**src/rtl/arb_pkg.sv**
```systemverilog
package arb_pkg;
  localparam int unsigned PRIO_W_DEF     = 4;
  localparam int unsigned SETTLE_CYC_DEF = 3;
endpackage

```
**src/rtl/contend_chain.sv**
```systemverilog
module contend_chain #(
  parameter int unsigned PRIO_W = arb_pkg::PRIO_W_DEF
) (
  input  logic              req_i,
  input  logic [PRIO_W-1:0] code_i,
  input  logic [PRIO_W-1:0] line_n_i,
  output logic [PRIO_W-1:0] pull_o,
  output logic              alive_o
);
  // stay[n]: board still contends when bit n is decided
  logic [PRIO_W-1:0] stay;

  assign stay[PRIO_W-1] = req_i;

  generate
    for (genvar n = PRIO_W - 1; n > 0; n--) begin : g_link
      assign stay[n-1] = stay[n] & (code_i[n] | line_n_i[n]);
    end
    for (genvar n = 0; n < PRIO_W; n++) begin : g_drv
      assign pull_o[n] = stay[n] & code_i[n];
    end
  endgenerate

  assign alive_o = stay[0] & (code_i[0] | line_n_i[0]);
endmodule

```
**src/rtl/settle_timer.sv**
```systemverilog
module settle_timer #(
  parameter int unsigned SETTLE_CYC = arb_pkg::SETTLE_CYC_DEF
) (
  input  logic clk,
  input  logic rst,
  input  logic req_i,
  output logic ready_o
);
  localparam int unsigned CW = (SETTLE_CYC < 1) ? 1 : $clog2(SETTLE_CYC + 1);
  localparam logic [CW-1:0] LIMIT = CW'(SETTLE_CYC);

  logic [CW-1:0] cnt;

  always_ff @(posedge clk) begin
    if (rst || !req_i) cnt <= '0;
    else if (cnt != LIMIT) cnt <= cnt + 1'b1;
  end

  assign ready_o = req_i && (cnt == LIMIT);
endmodule

```
**src/rtl/prio_contender.sv**
```systemverilog
module prio_contender #(
  parameter int unsigned PRIO_W     = arb_pkg::PRIO_W_DEF,
  parameter int unsigned SETTLE_CYC = arb_pkg::SETTLE_CYC_DEF
) (
  input  logic              clk,
  input  logic              rst,
  input  logic              req_i,
  input  logic [PRIO_W-1:0] code_i,
  input  logic [PRIO_W-1:0] line_n_i,
  output logic [PRIO_W-1:0] pull_o,
  output logic              win_o
);
  logic alive;
  logic ready;
  logic win_q;

  contend_chain #(.PRIO_W(PRIO_W)) u_chain (
    .req_i    (req_i),
    .code_i   (code_i),
    .line_n_i (line_n_i),
    .pull_o   (pull_o),
    .alive_o  (alive)
  );

  settle_timer #(.SETTLE_CYC(SETTLE_CYC)) u_timer (
    .clk     (clk),
    .rst     (rst),
    .req_i   (req_i),
    .ready_o (ready)
  );

  always_ff @(posedge clk) begin
    if (rst) win_q <= 1'b0;
    else     win_q <= ready & alive;
  end

  assign win_o = win_q & req_i & ~rst;

  // Checks
  assert_pull_gated_R3: assert property (@(posedge clk) disable iff (rst)
    (pull_o != '0) |-> req_i);

  assert_win_covers_R6: assert property (@(posedge clk) disable iff (rst)
    $rose(win_o) |-> $past(&(code_i | line_n_i)));

  assert_settle_R8: assert property (@(posedge clk) disable iff (rst)
    win_o |-> $past(req_i));

  generate
    for (genvar k = 1; k < PRIO_W; k++) begin : g_chk
      assert_withdraw_R4: assert property (@(posedge clk) disable iff (rst)
        (req_i && !line_n_i[k] && !code_i[k]) |-> (pull_o[k-1:0] == '0));
    end
  endgenerate
endmodule

```
**config.mk**
```make
export PLATFORM = sky130hd
export DESIGN_NAME = prio_contender
export DESIGN_NICKNAME = d
export VERILOG_FILES = /design/src/rtl/arb_pkg.sv /design/src/rtl/contend_chain.sv /design/src/rtl/settle_timer.sv /design/src/rtl/prio_contender.sv
export SDC_FILE = /design/constraint.sdc
export NUM_CORES = 1
export LEC_CHECK = 0
export BUFFER_PORTS_ARGS = -buffer_cell sky130_fd_sc_hd__buf_2
export CORE_AREA = 5 5 42 44
export CTS_CLUSTER_DIAMETER = 120
export DETAILED_ROUTE_END_ITERATION = 6
export DIE_AREA = 0 0 47 49
export GPL_TIMING_DRIVEN = 0
export PLACE_DENSITY = 0.48
export SYNTH_ARGS = -nofsm -noshare
export SYNTH_HDL_FRONTEND = slang
export SYNTH_HIERARCHICAL = 1
export SYNTH_SLANG_ARGS = --single-unit
```
**constraint.sdc**
```tcl
create_clock -name clk -period 1.25 [get_ports clk]
set_input_delay 0.1875 -clock clk [delete_from_list [all_inputs] [get_ports clk]]
set_output_delay 0.1875 -clock clk [all_outputs]
set_load 0.005 [all_outputs]
```
== Word level (Yosys, flattened, before mapping) ==
Cells that the tools add are included.
W data, S select, Z words.

* Register bits: 3
* Latch bits: 0
* RAM bits: 0
* Memory bits (read-only): 0
* Input port bits: 11
* Output and inout port bits: 5
* Word-level logic and storage cells: 24
* Memories: 0

* Add/sub/neg operators: 1
* $mul: 0
* Divide/modulo/power cells: 0
* Order comparisons: 0
* Eq/ne operators: 2
* Shift operators: 0
* Muxes and demuxes: 0
* Bitwise operators: 16
* Reduce and logical (&&, ||, !) cells: 3

{| class="wikitable"
|+ Operators with widths
! kind !! number
|-
| $and A1 B1 Y1 || 11
|-
| $or A1 B1 Y1 || 4
|-
| $add A2 B1 Y2 const B || 1
|-
| $eq A2 B2 Y1 const B || 1
|-
| $ne A2 B2 Y1 const B || 1
|-
| $logic_and A1 B1 Y1 || 1
|-
| $logic_not A1 Y1 || 1
|-
| $logic_or A1 B1 Y1 || 1
|-
| $not A1 Y1 || 1
|}

== Longest topological paths before layout ==
Gate-level depths: netlist of run 1.

* Depth in word-level cells: 6
* Depth in mapped cells: 3
* Depth with buffers taken out: 3

== Cells and area by module ==
Netlist of run 1, hierarchy kept.

{| class="wikitable"
|+ By module, submodules not included
! module !! times used !! cells an instance !! area an instance (um2) !! sequential area each (um2)
|-
| settle_timer || 1 || 9 || 92.6 || 40.0
|-
| contend_chain || 1 || 9 || 70.1 || 0.0
|-
| prio_contender || 1 || 3 || 37.5 || 20.0
|}

== Worst setup path after synthesis of run 1 ==
Ideal clock, no wire load.

* Path kind: register to register
* Start point: register u_timer.cnt[0]
* End point: register win_q
* Library setup time: 0.116 ns
* Data arrival time: 0.835 ns
* Required time: 1.134 ns
* Setup slack: 0.299 ns
* Cell stages (with the launch flop): 4
* Buffers on the path: 0
* Period minus slack after synthesis: 0.951 ns
* Cell sequence: dfxtp_1 ha_1 and2_2 and3b_1

* Word-level cells in the longest chain between the ends: 3

{| class="wikitable"
|+ Ends and longest elaborated chain
! element !! RTL line !! RTL
|-
| start: declaration || settle_timer.sv:12 || <nowiki>logic [CW-1:0] cnt;</nowiki>
|-
| start signal: assignment || settle_timer.sv:16 || <nowiki>else if (cnt != LIMIT) cnt <= cnt + 1'b1;</nowiki>
|-
| $eq A2 B2 Y1 || settle_timer.sv:19 || <nowiki>assign ready_o = req_i && (cnt == LIMIT);</nowiki>
|-
| $logic_and A1 B1 Y1 || settle_timer.sv:19 ||
|-
| net ready || prio_contender.sv:14 || <nowiki>logic ready;</nowiki>
|-
| $and A1 B1 Y1 || prio_contender.sv:34 || <nowiki>else win_q <= ready & alive;</nowiki>
|-
| end signal: assignment || prio_contender.sv:34 ||
|-
| end: declaration || prio_contender.sv:15 || <nowiki>logic win_q;</nowiki>
|}

The timed path passes the listed nets, and every way through them passes these cells.
A chain may end at the register's enable or synchronous reset.

== Worst setup path in the final report of run 1 ==
Ends and elaborated chain as after synthesis.

==> results of run 1 <==
[where the power goes]
part | total, mW | internal, mW | leakage (nW) | switching, mW
Combinational | 0.0518 | 0.0284 | 0.141 | 0.0235
Clock | 0.164 | 0.119 | 0.0150 | 0.0451
Sequential | 0.101 | 0.0996 | 0.0245 | 0.00189
[logic make-up after synthesis]
logic type | synth area share, %
AOI/OAI and AO/OA | 12.5
xor gates and xnor gates | 4.38
adders and majority gates | 6.25
buffers and inverters | 1.87
DFF | 30.0
muxes | 5.00
and+or+nand+nor | 40.0
[critical path, cell delays in order, from the launching register on]
cell and delay [ns]:
dfxtp_1 0.31, ha_1 0.24, and2_2 0.18, and3b_1 0.16
[stage by stage]
stage | util, % | instance area (sq um)
after floorplan | - | 200
after global placement | 21.1 | 295
after detailed placement | 21.1 | 295
after CTS | 22.9 | 322
after global routing | 22.9 | 322
final | 22.9 | 322
[sequential cells by signal, indices dropped and copies added (netlist names)]
register	flops
u_timer/cnt	2
win_q	1
[layout by cell type, fill, tap and decap left out]
| cell | count |
|---|---|
| and2_2 | 2 |
| and3b_1 | 2 |
| buf_2 | 15 |
| clkbuf_1 | 1 |
| clkbuf_4 | 3 |
| dfxtp_1 | 3 |
| ha_1 | 1 |
| inv_1 | 1 |
| mux2i_1 | 1 |
| nand2b_1 | 1 |
| nor2_1 | 5 |
| nor3_2 | 1 |
| nor3b_2 | 1 |
| o211a_1 | 1 |
| o221ai_2 | 1 |
| xor2_1 | 1 |
[metal layers]
metal | vias to the layer above | track usage [%]
met1 | 97 | 4.62
met3 | 0 | 2.58
met2 | 9 | 6.79
met4 | 0 | 2.76
met5 | - | 0
li1 | 113 | -
[cell type report]
| cell class | count | area [sq um] | area share, % |
|---|---|---|---|
| Tap cell | 16 | 20.0 | 6.23 |
| Timing Repair Buffer | 15 | 75.1 | 23.3 |
| Multi-Input combinational cell | 17 | 136 | 42.4 |
| Sequential cell | 3 | 60.1 | 18.7 |
| Inverter | 1 | 3.75 | 1.17 |
| Clock buffer | 4 | 26.3 | 8.17 |
[worst paths after layout]
| path | endpoint | cells after the start | slack (ns) |
|---|---|---|---|
| worst max-delay path | win_q | 3 | 0.26 |
| worst min-delay path | u_timer/cnt[1] | 3 | 0.27 |
| worst max register to register | win_q | 3 | 0.26 |
| worst min register to register | u_timer/cnt[1] | 2 | 0.49 |
==> flow_metrics.py, run 1 <==
metrics = {
    "status": {
        "outcome": "completed",
    },
    "worst_hold_path": {
        "min_from": "rst",
        "hold_path.class": "in -> reg",
    },
    "place": {
        "io_buffer_count": 15,
        "dp_hpwl_um": 414,
        "globalplace.congestion": 0.578,
        "place_inst": 52,
        "dp_slack_ns": 0.255,
    },
    "setup_path": {
        "critPathMaxFanout": 3,
        "cp-startpoint": "u_timer/cnt[0]",
        "crit_required_ns": 1.37,
        "endpoint_kind": "flop",
        "start_kind": "flop",
        "critPathKind": "reg -> reg",
        "reg2reg_from": "u_timer/cnt[0]",
        "critPathArrivalTime_ns": 1.11,
    },
    "sta": {
        "min_period_ns": 0.991,
        "tns_ns": 0,
        "slew_headroom_pct": 83.2,
        "finalSetupViolCount": 0,
        "finalHoldViolCount": 0,
        "clock.fmax_ghz": 1.01,
        "skew_ns": 0.00148,
        "setup_slack_ns": 0.259,
        "drv_slew": 0,
        "post-route-period-util_pct": 79.3,
        "fin_worst_hold_slack_ns": 0.268,
        "worstMarginPinSlew_ns": 0.252,
        "rsz0062_at_grt": "false",
    },
    "synthesis": {
        "synth-seq-area-share_pct": 30.0,
        "synthesis.area_sq_um": 200,
        "yosysUniqueCellTypes": 13,
        "syn_inst": 21,
        "synth_top_area_cell": "dfxtp_1",
        "synth-edff-count": 0,
        "synth_area_leaders": "dfxtp_1 (30%), nor2_1 (9.4%), and3b_1 (8.8%), and2_2 (7.5%), o221ai_2 (7.5%)",
        "synth_ff_type": "dfxtp_1",
        "ys_warn_count": 6,
        "synthArstFlopShare_pct": 0,
        "avgSynthCellArea_sq_um": 9.53,
        "syn_nets": 33,
        "yosysMostFrequentCell": "nor2_1",
        "synth_commonest_cells": "nor2_1 (5), dfxtp_1 (3), and2_2 (2), and3b_1 (2)",
        "synth_top_cell_area_share_pct": 30.0,
        "ys_ff_latch": 3,
    },
    "drt": {
        "drt-total-wl_um": 460,
        "drt_iter0_drc": 1,
        "vias_per_cell": 3.91,
        "dr_wl_met2_um": 217,
        "dr_total_vias": 219,
        "wl_per_cell_um": 8.21,
        "met1_length_um": 176,
        "ant_nets": 0,
        "top_layer_used": "met3",
        "dr_wl_met3_um": 66,
        "drcViolationCount": 0,
        "first_pass_iters": 2,
    },
    "cts": {
        "cts_resized": 0,
        "cts-root-buf": "clkbuf_4",
        "cts_tree": "yes",
        "clock_path_buffers": 2,
        "h-tree-depth": 1,
        "clk_latency_ns": 0.23,
        "cts_inserted_buffers": 3,
        "cts_hold_buf": 0,
        "cts_setup_buffers": 0,
        "clock_sinks": 3,
        "clk_pin_slew_ns": 0.04,
    },
    "floorplanning": {
        "rows": 14,
        "die-area_sq_um": 2300,
        "die_w_um": 47,
        "ios": 16,
        "core_area_sq_um": 1400,
        "start_util_pct": 14.3,
        "die_height_um": 49,
    },
    "global_routing": {
        "grt_overflow": 0,
        "grt_max_degree": 7,
        "grt_first_pass_wirelength_um": 752,
        "antenna_found_initial": 0,
        "grt_pass1_vias": 208,
        "grt_util_all_layers_pct": 4.51,
    },
    "pwr": {
        "ir_drop_mv": 0.401,
        "total_power_mw": 0.318,
        "cellPowerDensity_nw_per_um2": 988,
        "p_leak_nw": 0.181,
    },
    "cells_and_area": {
        "syn_to_final_growth_pct": 60.6,
        "final_layout_size_suffix_gt1_share_pct": 57.5,
        "stdcell_count": 56,
        "layout.nets": 53,
        "antenna_cells": 0,
        "fillers": 167,
    },
    "run": {
        "cap_violations": 0,
    },
}
No activity file was read; power rests on OpenSTA's default activity.
==> inputs of run 2 (changes only) <==
Settings changed: PLACE_DENSITY 0.48 to 0.49.
Clock period 1.25 ns to 0.8 ns, I/O delays scaled along.
==> flow_metrics.py, run 2 (synthesized netlist as in run 1, its figures left out) <==
metrics = {
    "cts": {
        "clk_latency_ns": 0.23,
        "clk_pin_slew_ns": 0.04,
        "cts-root-buf": "clkbuf_4",
        "h-tree-depth": 1,
        "cts_hold_buf": 0,
        "cts_tree": "yes",
        "clock_path_buffers": 2,
        "cts_inserted_buffers": 3,
        "clock_sinks": 3,
    },
    "drt": {
        "drt-total-wl_um": 573,
        "first_pass_iters": 2,
        "vias_per_cell": 3.92,
        "drcViolationCount": 0,
        "ant_nets": 0,
        "dr_total_vias": 231,
        "wl_per_cell_um": 9.71,
        "drt_iter0_drc": 3,
    },
    "floorplanning": {
        "die_height_um": 49,
        "rows": 14,
        "ios": 16,
        "die-area_sq_um": 2300,
        "die_w_um": 47,
        "core_area_sq_um": 1400,
        "start_util_pct": 14.3,
    },
    "cells_and_area": {
        "syn_to_final_growth_pct": 105,
        "largest_reg_flops": 2,
        "largest-register": "u_timer/cnt",
        "layout.nets": 56,
        "reg_top3": "u_timer/cnt: 2 flops, win_q: 1 flops",
        "antenna_cells": 0,
        "postLayoutCellArea_sq_um": 410,
        "fin_util_pct": 29.3,
        "fillers": 158,
        "final_common_cell": "buf_2",
        "final_layout_size_suffix_gt1_share_pct": 67.4,
        "final_cell_mix": "buf_2 (10), nor2_1 (5), clkbuf_4 (3), buf_6 (3), buf_4 (3)",
    },
    "pwr": {
        "total_power_mw": 0.551,
        "cellPowerDensity_nw_per_um2": 1340,
        "power.share.combinational_pct": 23.0,
        "seqPwrFrac_pct": 29.3,
        "clkPwrFrac_pct": 47.8,
        "ir_drop_mv": 0.669,
        "power_switching_mw": 0.127,
        "p_leak_nw": 0.209,
        "netSwitchingFraction_pct": 23.1,
        "internal-power_mw": 0.424,
    },
    "status": {
        "outcome": "finished, violations left",
        "violations": "setup timing",
    },
    "sta": {
        "fin_worst_hold_slack_ns": 0.188,
        "worstMarginPinSlew_ns": 0.210,
        "finalSetupViolCount": 4,
        "rsz0062_at_grt": "true",
        "finalHoldViolCount": 0,
        "min_period_ns": 0.896,
        "setup_slack_ns": -0.0964,
        "post-route-period-util_pct": 112,
        "skew_ns": 0.00148,
        "slew_headroom_pct": 85.9,
        "clock.fmax_ghz": 1.12,
        "drv_slew": 0,
    },
    "global_routing": {
        "grt_max_degree": 7,
        "grt_pass1_vias": 193,
        "grt_first_pass_wirelength_um": 738,
        "grt_util_all_layers_pct": 4.79,
        "grt_overflow": 0,
        "antenna_found_initial": 0,
    },
    "place": {
        "placed_area_sq_um": 312,
        "dp_hpwl_um": 439,
        "globalplace.congestion": 0.592,
        "io_buffer_count": 15,
        "dp_slack_ns": -0.0805,
    },
    "setup_path": {
        "critPathArrivalTime_ns": 0.78,
        "crit_required_ns": 0.68,
        "critPathMaxFanout": 1,
        "endpoint_kind": "primary output",
        "critPathKind": "reg -> out",
        "start_kind": "flop",
    },
    "worst_hold_path": {
        "hold_path.class": "in -> reg",
    },
    "run": {
        "cap_violations": 0,
    },
}
==> run 2: layout make-up <==
| type | instances | area, sq um | area share (%) |
|---|---|---|---|
| multi-input cells | 17 | 161 | 39.3 |
| flip-flops and latches | 3 | 62.6 | 15.2 |
| well taps | 16 | 20.0 | 4.88 |
| inverters | 1 | 3.75 | 0.915 |
| repair buffers | 18 | 136 | 33.2 |
| clock buffers | 4 | 26.3 | 6.40 |
==> run 2: power groups by stage <==
stage | logic (mW) | clock network, mW | registers, mW
6_report | 0.127 | 0.263 | 0.161
5_1_grt | 0.136 | 0.290 | 0.162
4_1_cts | 0.105 | 0.277 | 0.161
3_5_place_dp | 0.0862 | 0 | 0.164
3_3_place_gp | 0.0844 | 0 | 0.164
2_1_floorplan | 0.0380 | 0 | 0.164
==> run 2: repair_timing <==
item	4_1_cts	5_1_grt
gates cloned	0	0
pin swaps	2	2
gates resized for setup	2	9
setup buffers	2	1
setup endpoints to repair	6	6
==> run 2: critical path, stage by stage, from the launching register on <==
cell,delay (ns)
dfxtp_1,0.28
and3b_1,0.14
buf_2,0.12
==> run 2: metal layers <==
metal  up-vias  global-route usage, %  part of all wire (%)
met2        17                   6.11                    43
li1        116                      -                     -
met3         2                   2.21                    16
met1        96                   5.04                    38
met4         0                   5.53                   2.4
met5         -                      0                     0
==> run 2: metrics by stage <==
| step | setup TNS (ns) | instances |
|---|---|---|
| after CTS | -0.234 | 58 |
| after detailed placement | -0.162 | 52 |
| after global placement | -0.143 | 52 |
| after global routing | -0.352 | 59 |
| after floorplan | -0.0502 | 21 |
| final | -0.200 | 59 |
==> run 2: path summary, 6_finish.rpt <==
path / start / endpoint / slack, ns / cells after the start
hold / removal: req_i / u_timer/cnt[1] / 0.19 / 3
setup reg to reg: u_timer/cnt[0] / win_q / -0.07 / 3
hold reg to reg: u_timer/cnt[1] / u_timer/cnt[1] / 0.52 / 2
setup / recovery: win_q / win_o / -0.1 / 2
==> inputs of run 3 (changes only) <==
Settings changed: ABC_AREA set to 1.
Clock period 0.8 ns to 1.2 ns, I/O delays scaled along.
==> flow_metrics.py, run 3 <==
metrics = {
    "cts": {
        "clock_path_buffers": 2,
        "clk_pin_slew_ns": 0.03,
        "cts_setup_buffers": 0,
        "h-tree-depth": 1,
        "cts_hold_buf": 0,
        "cts_tree": "yes",
        "cts_inserted_buffers": 3,
        "clk_latency_ns": 0.23,
        "clock_sinks": 3,
        "cts-root-buf": "clkbuf_4",
        "cts_resized": 0,
    },
    "global_routing": {
        "grt_first_pass_wirelength_um": 821,
        "grt_util_all_layers_pct": 5.49,
        "grt_overflow": 0,
        "antenna_found_initial": 0,
        "grt_max_degree": 6,
        "grt_pass1_vias": 223,
    },
    "setup_path": {
        "critPathMaxFanout": 1,
        "cp_top_family": "flip-flops",
        "crit_buf_inv": 1,
        "crit_required_ns": 1.02,
        "endpoint_kind": "primary output",
        "critPathKind": "reg -> out",
        "critPathArrivalTime_ns": 0.75,
        "critical_path.max_stage_delay_ns": 0.30,
        "cp-startpoint": "win_q",
        "worstPathCellList": "nand2_1, nor2_1, buf_2",
        "slowest_stage": "dfxtp_1",
        "reg2reg_from": "u_timer/cnt[0]",
        "start_kind": "flop",
    },
    "synthesis": {
        "synth_commonest_cells": "nand2_1 (14), inv_1 (9), nor2_1 (6)",
        "ys_ff_latch": 3,
        "syn_nets": 51,
        "avgSynthCellArea_sq_um": 5.58,
        "synth_area_leaders": "dfxtp_1 (28%), nand2_1 (24%), inv_1 (16%), nor2_1 (10%), ha_1 (5.7%)",
        "synth-seq-area-share_pct": 27.6,
        "synth_top_area_cell": "dfxtp_1",
        "yosysMostFrequentCell": "nand2_1",
        "synth_ff_type": "dfxtp_1",
        "syn_inst": 39,
        "synth-edff-count": 0,
        "ys_warn_count": 6,
        "synthArstFlopShare_pct": 0,
        "yosysUniqueCellTypes": 10,
        "synthesis.area_sq_um": 218,
        "synth_top_cell_area_share_pct": 27.6,
    },
    "cells_and_area": {
        "fillers": 177,
        "largest-register": "u_timer/cnt",
        "layout.nets": 71,
        "final_layout_size_suffix_gt1_share_pct": 37.9,
        "fin_util_pct": 24.2,
        "largest_reg_flops": 2,
        "final_cell_mix": "buf_2 (15), nand2_1 (14), inv_1 (9)",
        "syn_to_final_growth_pct": 55.7,
        "reg_top3": "u_timer/cnt: 2 flops, win_q: 1 flops",
        "final_common_cell": "buf_2",
        "antenna_cells": 0,
    },
    "sta": {
        "finalHoldViolCount": 0,
        "rsz0062_at_grt": "false",
        "skew_ns": 0.000116,
        "drv_slew": 0,
        "finalSetupViolCount": 0,
        "slew_headroom_pct": 90.3,
        "tns_ns": 0,
        "post-route-period-util_pct": 77.9,
        "clock.fmax_ghz": 1.07,
        "min_period_ns": 0.934,
        "worstMarginPinSlew_ns": 0.145,
    },
    "floorplanning": {
        "start_util_pct": 15.5,
        "die_height_um": 49,
        "core_area_sq_um": 1400,
        "die-area_sq_um": 2300,
        "rows": 14,
        "die_w_um": 47,
        "ios": 16,
    },
    "drt": {
        "ant_nets": 0,
        "drt_iter0_drc": 3,
        "drt-total-wl_um": 505,
        "dr_total_vias": 263,
        "drcViolationCount": 0,
        "vias_per_cell": 3.55,
        "first_pass_iters": 2,
        "wl_per_cell_um": 6.82,
    },
    "run": {
        "cap_violations": 0,
    },
    "worst_hold_path": {
        "hold_path.class": "in -> reg",
        "min_from": "rst",
    },
    "status": {
        "outcome": "completed",
    },
    "place": {
        "dp_hpwl_um": 443,
        "io_buffer_count": 15,
        "globalplace.congestion": 0.648,
    },
    "pwr": {
        "ir_drop_mv": 0.344,
        "total_power_mw": 0.336,
        "p_leak_nw": 0.218,
        "cellPowerDensity_nw_per_um2": 991,
    },
}
## run 3: cell count changes after synthesis, moves of 2 or more
cell	before	now
nand2_1	0	14
inv_1	1	9
a21oi_1	0	2
and2_2	2	0
and3b_1	2	0
## run 3: area by class of cell
cell class              count  area [sq um]  area share (%)
clock buffers               4          26.3            7.75
inverters                  10          37.5            11.1
multi-input cells          26           120            35.4
flip-flops and latches      3          60.1            17.7
well taps                  16          20.0            5.90
repair buffers             15          75.1            22.1
## run 3: power breakdown
group	switching (mW)	leakage [nW]	total [mW]	internal (mW)
sequential	0.00225	0.0245	0.106	0.104
combinational	0.0295	0.179	0.0584	0.0289
clock	0.0474	0.0150	0.172	0.124
## run 3: path summary, 6_finish.rpt
path | to | slack, ns | cells after the start
worst max-delay path | win_o | 0.27 | 3
worst min-delay path | win_q | 0.13 | 2
worst max register to register | u_timer/cnt[0] | 0.32 | 5
worst min register to register | u_timer/cnt[1] | 0.47 | 2
## run 3: cells by family (layout without fill, tap and decap cells)
logic type,Yosys count,count (layout),share of synthesized area [%]
buffers and inverters,10,29,17.2
AND/OR/NAND/NOR,23,23,44.8
AO/OA/AOI/OAI,2,2,4.60
flip-flops,3,3,27.6
adder cells (fa/ha/maj),1,1,5.75
## run 3: per-layer routing
metal | track usage (%) | vias up | part of all wire, %
li1 | - | 150 | -
met1 | 5.03 | 106 | 39
met2 | 6.56 | 7 | 50
met3 | 4.06 | 0 | 10
met4 | 6.91 | 0 | 0
met5 | 0 | - | 0
## run 3: through the flow
stage	hold WS, ns	worst slack [ns]	instance area (sq um)	instances
after global placement	0.371	0.274	313	70
after floorplan	0.252	0.373	218	39
final	0.133	0.266	339	74
after global routing	0.136	0.201	339	74
after detailed placement	0.372	0.276	313	70
after CTS	0.125	0.250	339	74
